**config.mk**
```make
export PLATFORM = sky130hd
export DESIGN_NAME = msCheckNode
export DESIGN_NICKNAME = d
export VERILOG_FILES = /design/src/rtl/cnuPkg.sv /design/src/rtl/cnuCorrect.sv /design/src/rtl/cnuCtrl.sv /design/src/rtl/cnuDatapath.sv /design/src/rtl/msCheckNode.sv
export SDC_FILE = /design/constraint.sdc
export NUM_CORES = 1
export LEC_CHECK = 0
export CAP_MARGIN = 20
export CORE_MARGIN = 1.5
export CORE_UTILIZATION = 52
export CTS_CLUSTER_DIAMETER = 60
export DETAILED_ROUTE_END_ITERATION = 7
export MAX_ROUTING_LAYER = met4
export PLACE_DENSITY_LB_ADDON = 0.3
export SKIP_LAST_GASP = 1
export SYNTH_ARGS = -nofsm -noshare
export SYNTH_HDL_FRONTEND = slang
export SYNTH_SLANG_ARGS = --single-unit
export TNS_END_PERCENT = 30
```
**constraint.sdc**
```tcl
create_clock -name clk -period 8.1 [get_ports clk]
set_clock_uncertainty 0.15 [all_clocks]
set_input_delay 1.62 -clock clk [delete_from_list [all_inputs] [get_ports clk]]
set_output_delay 1.62 -clock clk [all_outputs]
set_load 0.01 [all_outputs]
```
**src/rtl/cnuPkg.sv**
```systemverilog
package cnuPkg;

  typedef enum logic {
    CORR_NORM   = 1'b0,
    CORR_OFFSET = 1'b1
  } corrSel_e;

  // strobes from the controller to the datapath
  typedef struct packed {
    logic absorb;   // an edge is taken this cycle
    logic first;    // it is the first edge of a check
    logic close;    // it is the final edge of a check
  } cnuStrobe_t;

  typedef enum logic {
    ST_COLLECT = 1'b0,
    ST_EMIT    = 1'b1
  } cnuState_e;

endpackage

```
**src/rtl/cnuCorrect.sv**
```systemverilog
module cnuCorrect
  import cnuPkg::*;
#(
  parameter int MAG_W     = 5,
  parameter int OFFSET    = 2,
  parameter int NORM_SH_A = 1,
  parameter int NORM_SH_B = 2
) (
  input  logic             modeSel,
  input  logic [MAG_W-1:0] magIn,
  output logic [MAG_W-1:0] magOut
);

  localparam logic [MAG_W-1:0] OFF_V = MAG_W'(OFFSET);

  logic [MAG_W-1:0] normMag;
  logic [MAG_W-1:0] offMag;

  generate
    if (NORM_SH_B == 0) begin : gSingleTerm
      assign normMag = magIn >> NORM_SH_A;
    end else begin : gTwoTerms
      assign normMag = (magIn >> NORM_SH_A) + (magIn >> NORM_SH_B);
    end
  endgenerate

  always_comb begin
    if (magIn > OFF_V) offMag = magIn - OFF_V;
    else               offMag = '0;
  end

  assign magOut = (modeSel == CORR_OFFSET) ? offMag : normMag;

endmodule

```
**src/rtl/cnuCtrl.sv**
```systemverilog
module cnuCtrl
  import cnuPkg::*;
#(
  parameter int MAX_DEG = 16,
  parameter int IDX_W   = $clog2(MAX_DEG)
) (
  input  logic             clk,
  input  logic             rstN,
  input  logic             inValid,
  input  logic             inLast,
  output logic             inReady,
  output logic             outValid,
  input  logic             outReady,
  output logic             outLast,
  output cnuStrobe_t       strobe,
  output logic [IDX_W-1:0] inIdx,
  output logic [IDX_W-1:0] outIdx
);

  localparam logic [IDX_W-1:0] TOP_IDX = IDX_W'(MAX_DEG - 1);

  cnuState_e        state;
  logic [IDX_W-1:0] edgeCnt;
  logic [IDX_W-1:0] lastIdx;
  logic [IDX_W-1:0] emitIdx;
  logic             accept;
  logic             closeNow;

  assign inReady  = (state == ST_COLLECT);
  assign outValid = (state == ST_EMIT);
  assign outLast  = outValid && (emitIdx == lastIdx);
  assign accept   = inValid && inReady;
  assign closeNow = accept && (inLast || edgeCnt == TOP_IDX);

  assign strobe.absorb = accept;
  assign strobe.first  = accept && (edgeCnt == '0);
  assign strobe.close  = closeNow;
  assign inIdx  = edgeCnt;
  assign outIdx = emitIdx;

  always_ff @(posedge clk) begin
    if (!rstN) begin
      state   <= ST_COLLECT;
      edgeCnt <= '0;
      lastIdx <= '0;
      emitIdx <= '0;
    end else begin
      case (state)
        ST_COLLECT: begin
          if (closeNow) begin
            lastIdx <= edgeCnt;
            edgeCnt <= '0;
            emitIdx <= '0;
            state   <= ST_EMIT;
          end else if (accept) begin
            edgeCnt <= edgeCnt + 1'b1;
          end
        end
        ST_EMIT: begin
          if (outReady) begin
            if (emitIdx == lastIdx) state <= ST_COLLECT;
            else                    emitIdx <= emitIdx + 1'b1;
          end
        end
        default: state <= ST_COLLECT;
      endcase
    end
  end

endmodule

```
**src/rtl/cnuDatapath.sv**
```systemverilog
module cnuDatapath
  import cnuPkg::*;
#(
  parameter int MAG_W     = 5,
  parameter int MAX_DEG   = 16,
  parameter int IDX_W     = $clog2(MAX_DEG),
  parameter int OFFSET    = 2,
  parameter int NORM_SH_A = 1,
  parameter int NORM_SH_B = 2
) (
  input  logic             clk,
  input  logic             rstN,
  input  cnuStrobe_t       strobe,
  input  logic [IDX_W-1:0] inIdx,
  input  logic [IDX_W-1:0] outIdx,
  input  logic             inSign,
  input  logic [MAG_W-1:0] inMag,
  input  logic             corrMode,
  output logic             outSign,
  output logic [MAG_W-1:0] outMag,
  output logic [MAG_W-1:0] minLo,
  output logic [MAG_W-1:0] minHi
);

  localparam logic [MAG_W-1:0] MAG_MAX = '1;

  logic [MAG_W-1:0]   min1;
  logic [MAG_W-1:0]   min2;
  logic [IDX_W-1:0]   minPos;
  logic               sgnAll;
  logic [MAX_DEG-1:0] edgeSign;
  logic               modeReg;
  logic [MAG_W-1:0]   rawMag;

  always_ff @(posedge clk) begin
    if (!rstN) begin
      min1     <= MAG_MAX;
      min2     <= MAG_MAX;
      minPos   <= '0;
      sgnAll   <= 1'b0;
      edgeSign <= '0;
      modeReg  <= CORR_NORM;
    end else if (strobe.absorb) begin
      edgeSign[inIdx] <= inSign;
      if (strobe.first) begin
        min1   <= inMag;
        min2   <= MAG_MAX;
        minPos <= inIdx;
        sgnAll <= inSign;
      end else begin
        sgnAll <= sgnAll ^ inSign;
        if (inMag < min1) begin
          min2   <= min1;
          min1   <= inMag;
          minPos <= inIdx;
        end else if (inMag < min2) begin
          min2 <= inMag;
        end
      end
      if (strobe.close) modeReg <= corrMode;
    end
  end

  assign rawMag  = (outIdx == minPos) ? min2 : min1;
  assign outSign = sgnAll ^ edgeSign[outIdx];
  assign minLo   = min1;
  assign minHi   = min2;

  cnuCorrect #(
    .MAG_W    (MAG_W),
    .OFFSET   (OFFSET),
    .NORM_SH_A(NORM_SH_A),
    .NORM_SH_B(NORM_SH_B)
  ) uCorr (
    .modeSel(modeReg),
    .magIn  (rawMag),
    .magOut (outMag)
  );

endmodule

```
**src/rtl/msCheckNode.sv**
```systemverilog
module msCheckNode
  import cnuPkg::*;
#(
  parameter int MAG_W     = 5,
  parameter int MAX_DEG   = 16,
  parameter int OFFSET    = 2,
  parameter int NORM_SH_A = 1,
  parameter int NORM_SH_B = 2
) (
  input  logic             clk,
  input  logic             rstN,
  input  logic             inValid,
  output logic             inReady,
  input  logic             inSign,
  input  logic [MAG_W-1:0] inMag,
  input  logic             inLast,
  input  logic             corrMode,
  output logic             outValid,
  input  logic             outReady,
  output logic             outSign,
  output logic [MAG_W-1:0] outMag,
  output logic             outLast
);

  localparam int IDX_W = (MAX_DEG > 1) ? $clog2(MAX_DEG) : 1;

  cnuStrobe_t       strobe;
  logic [IDX_W-1:0] inIdx;
  logic [IDX_W-1:0] outIdx;
  logic [MAG_W-1:0] minLo;
  logic [MAG_W-1:0] minHi;

  cnuCtrl #(
    .MAX_DEG(MAX_DEG),
    .IDX_W  (IDX_W)
  ) uCtrl (
    .clk     (clk),
    .rstN    (rstN),
    .inValid (inValid),
    .inLast  (inLast),
    .inReady (inReady),
    .outValid(outValid),
    .outReady(outReady),
    .outLast (outLast),
    .strobe  (strobe),
    .inIdx   (inIdx),
    .outIdx  (outIdx)
  );

  cnuDatapath #(
    .MAG_W    (MAG_W),
    .MAX_DEG  (MAX_DEG),
    .IDX_W    (IDX_W),
    .OFFSET   (OFFSET),
    .NORM_SH_A(NORM_SH_A),
    .NORM_SH_B(NORM_SH_B)
  ) uDp (
    .clk     (clk),
    .rstN    (rstN),
    .strobe  (strobe),
    .inIdx   (inIdx),
    .outIdx  (outIdx),
    .inSign  (inSign),
    .inMag   (inMag),
    .corrMode(corrMode),
    .outSign (outSign),
    .outMag  (outMag),
    .minLo   (minLo),
    .minHi   (minHi)
  );

endmodule

```
==> metrics <==
Clock Tree Root clkbuf_8; die area 0.005702 sq mm; Clock Latency Late Sink 0.30 ns; remaining global-route overflow 0; slew margin rel. 41.09%; Main synth FF type dfxtp_1; commonest non-fill, non-tap cell in the layout dfxtp_1; ratio of cells with drive above 1 in the final layout 5.751%; core area 0.005075 sq mm; Synth area leader dfxtp_1; Worst IR Drop VDD 0.08438 mV; Wirelength per Cell 14.92 um; clk buf depth 2; Hold Path Class reg -> reg; max incr delay on CP 0.60 ns; Vias 2114; routability cong. 0.8465; Die Ht 75.51 um; die width 75.51 um; RSZ-0062 raised after global routing no; setup violators final 0; max-slew violation count 0; synthesized area per cell 9.083 sq um; Top Family by Delay on Critical Path compound AO/OA/AOI/OAI gates; routed wire length 5.716 mm; post-CTS sizing 0; CP cell instances xnor2_1 -> nand4_1 -> a21oi_1 -> inv_1 -> ha_1 -> a21o_1 -> a21oi_1 -> xnor2_1 -> o22ai_1 -> clkdlybuf4s50_1; WP data arrival 3.60 ns; initial antenna violation count 0; Post-synth EDFFs 0; mapped cell area 0.002734 sq mm; global-route wire length before repair 9.308 mm; Rows 26; Diodes inserted 0; Fillers 472; commonest non-fill, non-tap cells in the layout dfxtp_1 (45), nand2_1 (29), mux2i_1 (28), nor2_1 (23); sequential share of the synthesized area 32.95%; hold-fix buffers at CTS 0; final hold vios 0; Worst path slowest cell dfxtp_1; DRC 0; Final ANT Viol Nets 0; CTS sink cnt 45; category of the most critical setup path reg -> out; largest cells by area after synthesis dfxtp_1 (33%), mux2i_1 (10%), ha_1 (7.3%); total negative slack 0 ns; CTS tree yes; port bufs 20; critical path startpoint category flip-flop; largest net degree at the start of global routing 46; IO Pins 21; fmax 186.3 MHz; total track usage 22.36%; # H-tree levels 2; power per cell area 174.6 mW/mm^2; Final period util 66.28%; Via-to-Cell Ratio 5.520; Synth Register Bits 45; Area growth syn-to-layout 10.94%; Async S/R FF share, synth 0%; Tmin final 5.369 ns; Inserted Clock Buffers 5; Mapped Cells 301; post-synth cell types 47; Worst Max-Slew Pin Slew 0.8818 ns; Leak 0.001185 uW; Worst Path Required 6.33 ns; Initial Util 53.87%; 1st-iter DRT viols 134; Final #Nets 341; CP max FO 14; post-route core utilization 59.76%; kind of end point of the critical path primary output; status completed; crit path buf inv count 2; Setup Fix Bufs, Post-CTS 0; Syn Nets 330; vias in the first global route 1989; clk slew on worst S/H paths 0.10 ns; Max Cap Viol 0; First-pass DRT Iterations 4; HPWL after DPL 4.102 mm; Synth warnings 0; Synth top area share 32.95%
synth_stat cells (3+ instances only):
library cell and instances:
a21boi_0 8, dfxtp_1 45, a21oi_1 10, nor2b_1 20, nand2_1 29, mux4_1 3, or3_1 3, o211ai_1 6
nand3b_1 3, nand2b_1 6, a31oi_1 3, a32oi_1 5, inv_1 17, xnor2_1 9, mux2i_1 28, nor3_1 3
xor2_1 9, buf_2 6, nor2_1 23, ha_1 16, o21ai_0 5, nand4_1 4, clkbuf_1 8
where the power goes:
part	switching (uW)	leakage, uW	internal [uW]
Clock	80.8	0.0000445	61.3
Combinational	74.8	0.000775	71.2
Sequential	11.2	0.000366	230
Total	167	0.00118	363
tightest hold or removal path, stage by stage, from the launching register on:
cell	delay, ns
dfxtp_1	0.33
nand2_1	0.05
a21boi_0	0.06
metal layers:
metal / part of all wire (%) / vias up / track usage (%)
met3: 2.5 / 5 / 3.175
met4: 0.72 / 0 / 7.143
met1: 51 / 1009 / 30.71
met5: 0 / - / -
met2: 46 / 23 / 34.02
li1: - / 1077 / -
flip-flops by register name (all words and copies together) (netlist names):
signal	count
uCtrl.inIdx	4
uCtrl.lastIdx	4
uCtrl.outIdx	4
uCtrl.outValid	1
uDp.edgeSign	16
uDp.minHi	5
uDp.minLo	5
uDp.minPos	4
uDp.modeReg	1
uDp.sgnAll	1
per-stage QoR:
step                      cell area (sq um)  hold slack [ns]  cells  setup WS, ns  total power (uW)
after CTS                              3033           0.3361    383         2.712             533.7
after global placement                 2943           0.3213    375         3.143             388.7
after floorplan                        2734           0.3053    301         3.992             342.7
after detailed placement               2943           0.3225    375         3.062             391.9
final                                  3033           0.3361    383         2.731             529.7
after global routing                   3033           0.3659    383         2.390             558.2
cells by family (layout without fill, tap and decap cells):
logic type / Yosys count / count (layout) / share of synthesized area [%]
XOR/XNOR: 18 / 18 / 5.767
flip-flops: 45 / 45 / 32.95
AO/OA/AOI/OAI: 52 / 52 / 13.55
adder cells (fa/ha/maj): 17 / 17 / 8.055
buffers and inverters: 34 / 46 / 5.492
AND/OR/NAND/NOR: 100 / 100 / 18.58
multiplexers: 35 / 35 / 15.61
worst paths after layout:
path / from / endpoint / slack [ns] / cells after the start
max: uCtrl.outIdx[0] / outMag[3] / 2.73 / 10
min: uCtrl.lastIdx[1] / uCtrl.lastIdx[1] / 0.34 / 2
max reg2reg: uCtrl.outValid / uCtrl.outIdx[1] / 5.70 / 5
min reg2reg: uCtrl.lastIdx[1] / uCtrl.lastIdx[1] / 0.34 / 2
final cells by class:
cell class                 count  area [sq um]  share of cell area, %
clock buffer                   5         68.82                  2.269
multi-input combinational    222          1683                  55.49
clock inverter                 3         21.27                 0.7013
timing repair buffer          21         207.7                  6.848
inverter                      17         63.81                  2.104
tap                           70         87.58                  2.888
sequential                    45         900.9                  29.70
Power figures use the tool's default switching activity.
